`src/rtl/btb_pkg.sv`:
```
package btb_pkg;
   typedef enum logic [1:0] {
      BTB_HOLD = 2'd0,
      BTB_FILL = 2'd1,
      BTB_KILL = 2'd2
   } btb_act_e;
endpackage

```
`src/rtl/btb_addr_split.sv`:
```
module btb_addr_split #(
   parameter int PC_W     = 32,
   parameter int IDX_W    = 4,
   parameter int ADDR_LSB = 2,
   localparam int TAG_W   = PC_W - IDX_W
) (
   input  logic [PC_W-1:0]  pc,
   output logic [IDX_W-1:0] idx,
   output logic [TAG_W-1:0] tag
);
   localparam int IDX_HI = ADDR_LSB + IDX_W;

   assign idx = pc[IDX_HI-1:ADDR_LSB];

   generate
      if (ADDR_LSB == 0) begin : g_no_low
         assign tag = pc[PC_W-1:IDX_HI];
      end else begin : g_low
         assign tag = {pc[PC_W-1:IDX_HI], pc[ADDR_LSB-1:0]};
      end
   endgenerate
endmodule

```
`src/rtl/btb_update_ctl.sv`:
```
module btb_update_ctl
   import btb_pkg::*;
#(
   parameter int TAG_W = 28
) (
   input  logic             clk,
   input  logic             rst_n,
   input  logic             up_valid,
   input  logic             up_taken,
   input  logic [TAG_W-1:0] up_tag,
   input  logic             cur_valid,
   input  logic [TAG_W-1:0] cur_tag,
   output btb_act_e         act
);
   logic owns_slot;
   assign owns_slot = cur_valid && (cur_tag == up_tag);

   always_comb begin
      act = BTB_HOLD;
      if (up_valid) begin
         if (up_taken)       act = BTB_FILL;
         else if (owns_slot) act = BTB_KILL;
      end
   end

   // removal happens only for a matching not-taken branch
   p_kill_only_on_match_r6: assert property (@(posedge clk) disable iff (!rst_n)
      (act == BTB_KILL) |-> (up_valid && !up_taken && cur_valid && cur_tag == up_tag));
   // no action without the update strobe
   p_idle_without_strobe_r11: assert property (@(posedge clk) disable iff (!rst_n)
      !up_valid |-> (act == BTB_HOLD));
endmodule

```
`src/rtl/btb_entry_array.sv`:
```
module btb_entry_array
   import btb_pkg::*;
#(
   parameter int PC_W        = 32,
   parameter int IDX_W       = 4,
   parameter int INSTR_W     = 32,
   parameter bit STORE_INSTR = 1'b1,
   localparam int TAG_W      = PC_W - IDX_W,
   localparam int DEPTH      = 1 << IDX_W
) (
   input  logic               clk,
   input  logic               rst_n,
   input  logic [IDX_W-1:0]   rd_idx,
   output logic               rd_valid,
   output logic [TAG_W-1:0]   rd_tag,
   output logic [PC_W-1:0]    rd_tgt,
   output logic [INSTR_W-1:0] rd_instr,
   input  logic [IDX_W-1:0]   wr_idx,
   output logic               cur_valid,
   output logic [TAG_W-1:0]   cur_tag,
   input  btb_act_e           wr_act,
   input  logic [TAG_W-1:0]   wr_tag,
   input  logic [PC_W-1:0]    wr_tgt,
   input  logic [INSTR_W-1:0] wr_instr
);
   logic [DEPTH-1:0]  valid_q;
   logic [TAG_W-1:0]  tag_q [DEPTH];
   logic [PC_W-1:0]   tgt_q [DEPTH];

   always_ff @(posedge clk) begin
      if (!rst_n) begin
         valid_q <= '0;
      end else if (wr_act == BTB_FILL) begin
         valid_q[wr_idx] <= 1'b1;
      end else if (wr_act == BTB_KILL) begin
         valid_q[wr_idx] <= 1'b0;
      end
   end

   always_ff @(posedge clk) begin
      if (wr_act == BTB_FILL) begin
         tag_q[wr_idx] <= wr_tag;
         tgt_q[wr_idx] <= wr_tgt;
      end
   end

   assign rd_valid  = valid_q[rd_idx];
   assign rd_tag    = tag_q[rd_idx];
   assign rd_tgt    = tgt_q[rd_idx];
   assign cur_valid = valid_q[wr_idx];
   assign cur_tag   = tag_q[wr_idx];

   generate
      if (STORE_INSTR) begin : g_instr
         logic [INSTR_W-1:0] instr_q [DEPTH];
         always_ff @(posedge clk) begin
            if (wr_act == BTB_FILL) instr_q[wr_idx] <= wr_instr;
         end
         assign rd_instr = instr_q[rd_idx];
      end else begin : g_no_instr
         assign rd_instr = '0;
      end
   endgenerate

   // entries not addressed by an active write keep their valid bit
   generate
      for (genvar i = 0; i < DEPTH; i++) begin : g_chk
         p_other_entries_hold_r5: assert property (@(posedge clk) disable iff (!rst_n)
            !(wr_act != BTB_HOLD && wr_idx == IDX_W'(i)) |=> (valid_q[i] == $past(valid_q[i])));
      end
   endgenerate
endmodule

```
`src/rtl/btb_cache.sv`:
```
module btb_cache
   import btb_pkg::*;
#(
   parameter int PC_W        = 32,
   parameter int IDX_W       = 4,
   parameter int ADDR_LSB    = 2,
   parameter int INSTR_W     = 32,
   parameter bit STORE_INSTR = 1'b1
) (
   input  logic               clk,
   input  logic               rst_n,
   input  logic [PC_W-1:0]    lk_pc,
   output logic               lk_hit,
   output logic [PC_W-1:0]    lk_target,
   output logic [INSTR_W-1:0] lk_instr,
   input  logic               up_valid,
   input  logic [PC_W-1:0]    up_pc,
   input  logic               up_taken,
   input  logic [PC_W-1:0]    up_target,
   input  logic [INSTR_W-1:0] up_instr
);
   localparam int TAG_W = PC_W - IDX_W;

   generate
      if (IDX_W < 1 || ADDR_LSB < 0 || ADDR_LSB + IDX_W >= PC_W) begin : g_bad_geom
         initial $fatal(1, "btb_cache: index field does not fit the PC width");
      end
      if (INSTR_W < 1) begin : g_bad_instr
         initial $fatal(1, "btb_cache: INSTR_W must be positive");
      end
   endgenerate

   logic [IDX_W-1:0]   lk_idx, up_idx;
   logic [TAG_W-1:0]   lk_tag, up_tag;
   logic               rd_valid, cur_valid;
   logic [TAG_W-1:0]   rd_tag, cur_tag;
   logic [PC_W-1:0]    rd_tgt;
   logic [INSTR_W-1:0] rd_instr;
   btb_act_e           act;

   btb_addr_split #(.PC_W(PC_W), .IDX_W(IDX_W), .ADDR_LSB(ADDR_LSB)) u_lk_split (
      .pc(lk_pc), .idx(lk_idx), .tag(lk_tag));

   btb_addr_split #(.PC_W(PC_W), .IDX_W(IDX_W), .ADDR_LSB(ADDR_LSB)) u_up_split (
      .pc(up_pc), .idx(up_idx), .tag(up_tag));

   btb_entry_array #(.PC_W(PC_W), .IDX_W(IDX_W), .INSTR_W(INSTR_W),
                     .STORE_INSTR(STORE_INSTR)) u_array (
      .clk(clk), .rst_n(rst_n),
      .rd_idx(lk_idx), .rd_valid(rd_valid), .rd_tag(rd_tag),
      .rd_tgt(rd_tgt), .rd_instr(rd_instr),
      .wr_idx(up_idx), .cur_valid(cur_valid), .cur_tag(cur_tag),
      .wr_act(act), .wr_tag(up_tag), .wr_tgt(up_target), .wr_instr(up_instr));

   btb_update_ctl #(.TAG_W(TAG_W)) u_ctl (
      .clk(clk), .rst_n(rst_n),
      .up_valid(up_valid), .up_taken(up_taken), .up_tag(up_tag),
      .cur_valid(cur_valid), .cur_tag(cur_tag), .act(act));

   assign lk_hit    = rd_valid && (rd_tag == lk_tag);
   assign lk_target = lk_hit ? rd_tgt : '0;
   assign lk_instr  = lk_hit ? rd_instr : '0;

   // the first cycle after reset sees an empty buffer
   p_empty_after_reset_r1: assert property (@(posedge clk) disable iff (!rst_n)
      $past(!rst_n) |-> !lk_hit);
   // a taken update is seen by a lookup of the same PC on the next cycle
   p_fill_visible_r5: assert property (@(posedge clk) disable iff (!rst_n)
      ($past(rst_n) && $past(up_valid && up_taken) && lk_pc == $past(up_pc))
      |-> (lk_hit && lk_target == $past(up_target)));
   // a not-taken update leaves its own PC missing afterwards
   p_kill_visible_r6: assert property (@(posedge clk) disable iff (!rst_n)
      ($past(rst_n) && $past(up_valid && !up_taken) && lk_pc == $past(up_pc)) |-> !lk_hit);
endmodule

```
`config.mk`:
```
export PLATFORM = sky130hd
export DESIGN_NAME = btb_cache
export DESIGN_NICKNAME = d
export VERILOG_FILES = /design/src/rtl/btb_pkg.sv /design/src/rtl/btb_addr_split.sv /design/src/rtl/btb_update_ctl.sv /design/src/rtl/btb_entry_array.sv /design/src/rtl/btb_cache.sv
export SDC_FILE = /design/constraint.sdc
export NUM_CORES = 1
export LEC_CHECK = 0
export BUFFER_PORTS_ARGS = -buffer_cell sky130_fd_sc_hd__buf_2
export CORE_ASPECT_RATIO = 1.4
export CORE_UTILIZATION = 62
export CTS_BUF_LIST = sky130_fd_sc_hd__clkbuf_8 sky130_fd_sc_hd__clkbuf_16
export DETAILED_ROUTE_END_ITERATION = 16
export PLACE_DENSITY_LB_ADDON = 0.1
export SLEW_MARGIN = 40
export SYNTH_ARGS = -nofsm -noshare
export SYNTH_HDL_FRONTEND = slang
export SYNTH_SLANG_ARGS = --single-unit
export TNS_END_PERCENT = 30
```
`constraint.sdc`:
```
create_clock -name clk -period 12.68 [get_ports clk]
set_clock_uncertainty 0.15 [all_clocks]
set_input_delay 1.268 -clock clk [delete_from_list [all_inputs] [get_ports clk]]
set_output_delay 1.268 -clock clk [all_outputs]
set_load 0.01 [all_outputs]
```
# Yosys cells after proc, flatten, opt, wreduce, memory -nomap -nowiden
# Memories as Yosys holds them, arrays and structs flattened.
# Cells that the tools add are included.
[classes]
bitwise = 3
n_lt_le_gt_ge = 3
n_eq_ne = 4
n_reduce_logical = 4
muxes = 15
[op_table]
columns = ["cell", "count"]
rows = [
  ["32-bit 2-to-1 mux", 2],
  ["28-bit == test", 2],
  ["16-bit 2-to-1 mux", 2],
  ["16-bit bitwise AND", 1],
  ["16-bit inverter", 1],
  ["16-bit OR", 1],
  ["4-bit by 5-bit less-than comparator with 1-bit output, second input constant", 2],
  ["1-bit binary-select mux with 4-bit select", 2],
  ["2-bit 2-to-1 mux", 3],
  ["1-bit 2-to-1 mux", 5],
  ["1-bit demux with 4-bit select", 1],
  ["4-bit by 1-bit >= comparator with 1-bit output, second input constant", 1],
  ["1-bit logical AND", 3],
  ["2-bit by 1-bit == test with 1-bit output, second input constant", 1],
  ["2-bit == test, second input constant", 1],
  ["2-bit nonzero test", 1],
]
[totals]
wordCells = 33
out_inout_bits = 65
reg_bits = 16
in_bits = 132
ramBits = 1472
n_memories = 3
[mem_list]
columns = ["memory", "depth", "word_bits", "read_ports", "rd_ports_with_merged_regs", "wr", "line", "source"]
rows = [
  ["u_array.g_instr.instr_q", 16, 32, 1, 0, 1, "btb_entry_array.sv:55", "logic [INSTR_W-1:0] instr_q [DEPTH];"],
  ["u_array.tgt_q", 16, 32, 1, 0, 1, "btb_entry_array.sv:28", "logic [PC_W-1:0] tgt_q [DEPTH];"],
  ["u_array.tag_q", 16, 28, 2, 0, 1, "btb_entry_array.sv:27", "logic [TAG_W-1:0] tag_q [DEPTH];"],
]

# Depth between registers and ports, before layout
# Gate-level depths: netlist of the first run.
[logic_depth]
depth_word = 9
mapped_depth = 14
ltp_nobuf = 8

# By module
# From an unflattened synthesis of the first run, not the netlist that was laid out.
[unflattened]
hier_cells = 2904
area_unflattened_um2 = 61297.5
[by_module_without_submodules]
columns = ["module", "seq_area_each_um2", "cells_each", "n_inst", "area_per_inst_um2"]
rows = [
  ["btb_entry_array", 44522.7, 2602, 1, 59112.9],
  ["btb_cache", 0.0, 198, 1, 1381.3],
  ["btb_addr_split", 0.0, 32, 2, 240.2],
  ["btb_update_ctl", 0.0, 40, 1, 322.8],
]

# Least setup slack after synthesis of the first run
# No wires, ideal clock.
[synth_path]
path_type = "input to register"
startpoint = "in up_pc[5]"
endpoint = "mem u_array.g_instr.instr_q[10][0], enable pin"
t_required_ps = 11872
arrival_ps = 8617
setup_ps = 658
setup_slack_ps = 3255
stages = 5
cell_sequence = "buf_2 > buf_1 > clkbuf_1 > nand2_1 > nor3_1"
[synth_via]
elab_chain_cells = 9
word_cells_on_any_way = 11
classes_between = "eq/ne: 2; mux: 7; reduce/logical: 1; memory: 1"
[synth_rtl]
columns = ["item", "line", "source"]
rows = [
  ["from (decl)", "btb_cache.sv:17", "input logic [PC_W-1:0] up_pc,"],
  ["memory 16 x 28 bit / 1-bit binary-select mux with 4-bit select (equally long branches)", "n/a", ""],
  ["28-bit == test / 1-bit 2-to-1 mux (equally long branches)", "btb_update_ctl.sv:16, btb_entry_array.sv:50", ""],
  ["1-bit logical AND", "btb_update_ctl.sv:16", "assign owns_slot = cur_valid && (cur_tag == up_tag);"],
  ["2-bit 2-to-1 mux", "btb_update_ctl.sv:22", "else if (owns_slot) act = BTB_KILL;"],
  ["2-bit 2-to-1 mux", "btb_update_ctl.sv:21", "if (up_taken) act = BTB_FILL;"],
  ["2-bit 2-to-1 mux", "btb_update_ctl.sv:20", "if (up_valid) begin"],
  ["2-bit by 1-bit == test with 1-bit output", "btb_entry_array.sv:57", "if (wr_act == BTB_FILL) instr_q[wr_idx] <= wr_instr;"],
  ["1-bit 2-to-1 mux", "btb_entry_array.sv:57", ""],
  ["1-bit 2-to-1 mux (implied by the code)", "btb_entry_array.sv:57", ""],
  ["to (decl)", "btb_entry_array.sv:55", ""],
]
# Parallel ways exist; a longest one is shown, timed or not. The select of a mux whose other input is x is not followed.

# Worst setup path after layout of the first run
[layout_path]
startpoint = "in lk_pc[2]"
endpoint = "out lk_instr[31]"
[layout_via]
elab_chain_cells = 4
word_cells_on_any_way = 7
classes_between = "eq/ne: 1; mux: 3; reduce/logical: 1; memory: 2"
[layout_rtl]
columns = ["item", "line", "source"]
rows = [
  ["from (decl)", "btb_cache.sv:12", "input logic [PC_W-1:0] lk_pc,"],
  ["memory 16 x 28 bit / 1-bit binary-select mux with 4-bit select (equally long branches)", "n/a", ""],
  ["28-bit == test / 1-bit 2-to-1 mux (equally long branches)", "btb_cache.sv:60, btb_entry_array.sv:47", ""],
  ["1-bit logical AND", "btb_cache.sv:60", "assign lk_hit = rd_valid && (rd_tag == lk_tag);"],
  ["32-bit 2-to-1 mux (*)", "btb_cache.sv:62", "assign lk_instr = lk_hit ? rd_instr : '0;"],
  ["to (decl)", "btb_cache.sv:15", "output logic [INSTR_W-1:0] lk_instr,"],
]
# Every way passes the cells marked *; elsewhere a longest branch is shown, timed or not. The select of a mux whose other input is x is not followed.

==> impl_metrics.yaml, run 1 <==
sta:
  hold_violations: 0
  tightest_slew_ps: 882
  slew_headroom_pct: 41.2
  slew_viol_final: 0
  finalCriticalPeriod_ps: 7490
  fmax_mhz: 134
  rsz0062_at_grt: "no"
  setup-tns-final_ps: 0
  min_period_over_period_pct: 59.0
  setup_viol: 0
clocking:
  ctsResizeCount: 0
  htree_levels: 4
  root_buffer: "clkbuf_16"
  cts_setup_buffers: 0
  clkTransAtPathRegs_ps: 60
  clk_latency_ps: 770
  cts_buffers: 140
  cts_num_sinks: 1488
  cts_tree: "yes"
  hold_buffers: 0
  clk_path_buf_depth: 3
floorplan:
  die_w_um: 269
  die-area_um2: 101000
  ioPinCount: 197
  coreArea_um2: 98500
  die_h_um: 376
  initial_core_util_pct: 62.8
  core.rowCount: 136
synthesis:
  synth.distinct_cells: 58
  synth_edf_count: 1472
  syn_area_per_cell_um2: 22.8
  syn_inst: 2708
  ys.flop_type: "edfxtp_1"
  synth-async-reset-ratio_pct: 0
  netlist_area_um2: 61900
  syn_nets: 2840
  ys_warn_count: 0
  ys_seq_area_share_pct: 72.0
  ys_ff_latch: 1488
setup_path:
  cp.required_ps: 11260
  worstSetupPathType: "input port to primary output"
  reg2reg_depth: 8
  cp_max_fo: 40
  r2r-start: "u_array.tag_q[10][16]$_DFFE_PP_"
  start_kind: "input port"
  rrSetupSlack_ps: 8860
  cp-end-kind: "primary output"
  arrival_ps: 6070
final_layout:
  final_area_um2: 69100
  fin_util_pct: 70.2
  drive_above_1_share_pct: 35.9
  nets: 3094
  area_growth_pct: 11.7
grt:
  grt_pass1_vias: 31906
  grt.overflow.total: 0
  grt_first_pass_wirelength_mm: 218
  antenna_found_initial: 22
  grtUsageTotal_pct: 30.8
  grt_max_degree: 140
routing:
  drt-wirelength-per-cell_um: 34.3
  initialDrtViolationCount: 3462
  wirelength_mm: 150
  drt-pass1-iter-count: 8
  vias_per_cell: 7.00
  detail-route-antenna-nets: 0
  num_vias: 30666
  drc: 0
job:
  max_cap_viol_count: 0
placed_design:
  io_buffers: 196
  dp_hpwl_mm: 82.0
  gp_congestion: 0.872
  placed_cell_area_um2: 64700
run_status:
  status: "finished, final reports clean"
power:
  total_power_mw: 10.2
  vdd_drop_max_uv: 132
  pwr_density_cell_nw_per_um2: 147
  power.static_leakage_nw: 22.2
worst_hold_path:
  worstHoldPathCells: 2
  min_path_type: "register to register"
metrics by stage:
step           hold slack (ps)  worst slack (ps)  cells
2_1_floorplan              313              3260   2708
3_3_place_gp               324              4780   4117
3_5_place_dp               342              5060   4129
4_1_cts                    350              5050   4374
5_1_grt                    360              4890   4379
6_report                   359              5190   4383
critical path, cell delays in order:
cell and delay [ps]:
buf_8 310, buf_16 320, buf_4 630, mux4_2 600, mux2i_1 170, xor2_1 160, nand2_1 160, or4_4 480
a2111oi_4 380, nand4_1 170, buf_6 370, buf_4 440, nor2b_1 230, buf_2 150
layer usage:
metal  GRT usage [%]  wire (um)  up-vias
li1                -          -    12208
met1            40.8      55400    16383
met2            50.2      76000     1634
met3            5.66      11800      413
met4            14.3       7080       28
met5               0        196        -
placed cells by master (no fill, tap or decap), types with 6 or more instances in the layout:
cell / instances
a21boi_1: 16
clkinv_1: 27
buf_4: 39
mux4_2: 549
nand4_1: 16
bufinv_16: 12
buf_6: 25
buf_2: 189
nor2_1: 16
edfxtp_1: 1472
xor2_1: 24
mux2i_1: 100
or3_1: 7
o31ai_1: 17
inv_1: 35
clkinv_2: 28
a22oi_1: 14
buf_12: 6
buf_16: 9
o22ai_1: 9
diode_2: 7
a21oi_1: 26
mux2_2: 7
nor2_4: 8
nand3_1: 10
buf_8: 6
xnor2_1: 33
clkbuf_16: 142
dfxtp_1: 16
nor2b_1: 23
nor3_2: 6
nor2b_4: 50
nand2_1: 26
o21ai_0: 16
final cells by class:
type / count / area [um^2]
well taps: 1311 / 1640
clock buffers: 143 / 3570
fillers: 5792 / 29400
multi-input cells: 1046 / 16500
flip-flops and latches: 1488 / 44500
repair buffers: 274 / 1980
clock inverters: 102 / 805
diodes: 7 / 17.5
inverters: 12 / 45.0
state kept, by name (all words and copies together) (netlist names), named ones only:
name / flops
u_array.g_instr.instr_q: 512
u_array.tgt_q: 512
u_array.tag_q: 448
Yosys cell counts (4+ instances only):
master / number / share of area (%)
nor2b_4: 50 / 1.1
nor2_1: 24 / 0.15
mux2i_1: 100 / 1.6
nor3_1: 9 / 0.073
nor4b_1: 6 / 0.085
a21boi_1: 16 / 0.19
buf_12: 5 / 0.16
o31ai_1: 17 / 0.21
buf_6: 11 / 0.20
nand4_1: 16 / 0.16
buf_2: 57 / 0.46
xor2_1: 24 / 0.34
mux4_2: 549 / 20
clkbuf_1: 56 / 0.34
mux2_2: 7 / 0.13
or3_1: 7 / 0.071
o21ai_0: 16 / 0.13
xnor2_1: 33 / 0.47
inv_1: 8 / 0.049
a2111oi_1: 4 / 0.065
a21oi_1: 26 / 0.21
dfxtp_1: 16 / 0.52
buf_4: 12 / 0.15
nand3_1: 10 / 0.081
a22oi_1: 14 / 0.17
nand2_1: 26 / 0.16
nand2b_1: 5 / 0.051
o22ai_1: 9 / 0.091
nor2b_1: 23 / 0.23
a22o_1: 5 / 0.071
buf_1: 21 / 0.13
edfxtp_1: 1472 / 71
a221oi_1: 4 / 0.057
a211oi_1: 4 / 0.049
worst max-delay path by stage:
stage	startpoint	endpoint	slack [ps]	cells past startpoint
floorplan	up_pc[5]	u_array.g_instr.instr_q[10][0]$_DFFE_PP_	3260	5
global placement	lk_pc[2]	lk_target[0]	4780	12
detailed placement	lk_pc[2]	lk_instr[31]	5060	13
CTS	lk_pc[2]	lk_instr[31]	5050	13
global route	lk_pc[2]	lk_target[1]	4890	14
finish	lk_pc[2]	lk_instr[31]	5190	14
cell families after synthesis:
group                     after synthesis  share of synthesized area (%)
DFF                                  1488                           72.0
muxes                                 656                           21.7
and+or+nand+nor                       196                           2.41
buffers and inverters                 174                           1.51
AOI/OAI and AO/OA                     137                           1.58
xor gates and xnor gates               57                          0.807
power by group:
group	total [mW]	internal (mW)	switching, mW	leakage, nW
combinational	0.635	0.284	0.351	6.55
clock	4.03	2.28	1.75	2.27
sequential	5.49	5.47	0.0214	13.4
total	10.2	8.03	2.12	22.2
(Power assumes the default switching activity.)
==> inputs of run 2 (changes only) <==
clock period = 7.8 ns   (was 12.68 ns; I/O delays follow)
==> impl_metrics.yaml, run 2 (same netlist as run 1, synthesis figures left out) <==
run_status:
  status: "finished, final reports clean"
sta:
  tightest_slew_ps: 899
  rsz0062_at_grt: "no"
  min_period_over_period_pct: 77.2
  slew_headroom_pct: 40.0
  fmax_mhz: 166
  holdWs_ps: 242
  hold_violations: 0
  finalCriticalPeriod_ps: 6020
  slew_viol_final: 0
  setup_viol: 0
  setup_ws_ps: 1780
routing:
  drt-wirelength-per-cell_um: 34.3
  num_vias: 30694
  initialDrtViolationCount: 3450
  vias_per_cell: 6.99
  drt-pass1-iter-count: 6
  detail-route-antenna-nets: 0
  drc: 0
  wirelength_mm: 151
clocking:
  cts_num_sinks: 1488
  htree_levels: 4
  root_buffer: "clkbuf_16"
  hold_buffers: 0
  cts_tree: "yes"
  clk_latency_ps: 760
  cts_buffers: 142
  clk_path_buf_depth: 3
  ctsResizeCount: 0
  cts_setup_buffers: 0
  clkTransAtPathRegs_ps: 60
power:
  vdd_drop_max_uv: 217
  pwr_density_cell_nw_per_um2: 241
  pwr-share-seq_pct: 53.6
  p_comb_share_pct: 6.2
  switchingPower_mw: 3.50
  sw_frac_of_total_pct: 21.0
  power.static_leakage_nw: 22.2
  p_clk_share_pct: 40.1
  intPower_mw: 13.1
floorplan:
  die_w_um: 269
  core.rowCount: 136
  initial_core_util_pct: 62.8
  coreArea_um2: 98500
  die_h_um: 376
  die-area_um2: 101000
  ioPinCount: 197
grt:
  grtUsageTotal_pct: 30.7
  grt_pass1_vias: 32022
  grt_first_pass_wirelength_mm: 218
  antenna_found_initial: 19
  grt.overflow.total: 0
  grt_max_degree: 86
final_layout:
  reg_top3: "u_array.g_instr.instr_q x512, u_array.tgt_q x512, u_array.tag_q x448"
  fillers: 5828
  regArea_um2: 44500
  multi_input_area_um2: 16500
  fin_cells: 4390
  final_common_cell: "edfxtp_1"
  drive_above_1_share_pct: 35.6
  final_area_um2: 69100
  area_growth_pct: 11.7
  final_cell_mix: "edfxtp_1, mux4_2, buf_2, clkbuf_16, mux2i_1"
  nets: 3091
setup_path:
  r2r-start: "u_array.tag_q[10][16]$_DFFE_PP_"
  reg2reg_depth: 8
  endpoint: "lk_target[0]"
  start_kind: "input port"
  arrival_ps: 5090
  cp-end-kind: "primary output"
  crit_path_start: "lk_pc[3]"
  rrSetupSlack_ps: 4030
  cp.required_ps: 6870
  worstSetupPathType: "input port to primary output"
  cp_max_fo: 60
placed_design:
  place_ws_ps: 1860
  placed_cell_area_um2: 64500
  gp_congestion: 0.891
  dpl.cell_count: 4124
  io_buffers: 196
  dp_hpwl_mm: 79.7
job:
  max_cap_viol_count: 0
worst_hold_path:
  min_path_type: "input port to register"
  worstHoldPathCells: 1
[run 2: final cells by class]
cell class,count,area share (%)
sequential,1488,64.4
multi-input combinational,1046,23.9
clock buffer,149,5.36
timing repair buffer,269,2.69
tap,1311,2.37
clock inverter,104,1.12
inverter,12,0.0652
antenna,11,0.0398
[run 2: stage by stage]
stage | util [%] | setup TNS (ps) | power [mW]
after global placement | 65.4 | 0 | 10.1
after floorplan | - | -647480 | 9.74
after detailed placement | 65.5 | 0 | 10.1
final | 70.1 | 0 | 16.6
after global routing | 70.1 | 0 | 17.0
after CTS | 70.1 | 0 | 16.7
[run 2: how the worst min path moves through the flow]
stage                              from                                  endpoint
after global routing       up_instr[23]  u_array.g_instr.instr_q[8][23]$_DFFE_PP_
after global placement         register                                  register
after CTS                 up_target[16]            u_array.tgt_q[0][16]$_DFFE_PP_
after floorplan                register                                  register
after detailed placement       register                                  register
final                      up_instr[11]  u_array.g_instr.instr_q[4][11]$_DFFE_PP_
[run 2: worst max-delay path, cell delays in order]
cell,delay [ps]
buf_8,370
buf_16,310
mux4_2,360
mux2i_1,210
xor2_1,410
nand2_1,280
or4_4,480
a2111oi_4,420
nand4_1,330
buf_12,310
nor2b_1,260
buf_2,160
[run 2: power by group through the flow]
stage	Sequential, mW	Clock, mW	Combinational [mW]
detailed placement	9.09	0	1.03
floorplan	9.09	0	0.656
CTS	8.92	6.76	1.03
finish	8.92	6.68	1.03
global route	8.92	7.03	1.09
global placement	9.08	0	1.01
[run 2: routing by layer]
metal | track usage [%] | part of all wire, %
met5 | 0 | 0.071
met4 | 13.2 | 4.3
met3 | 5.73 | 8.2
met2 | 49.5 | 50
met1 | 41.7 | 37
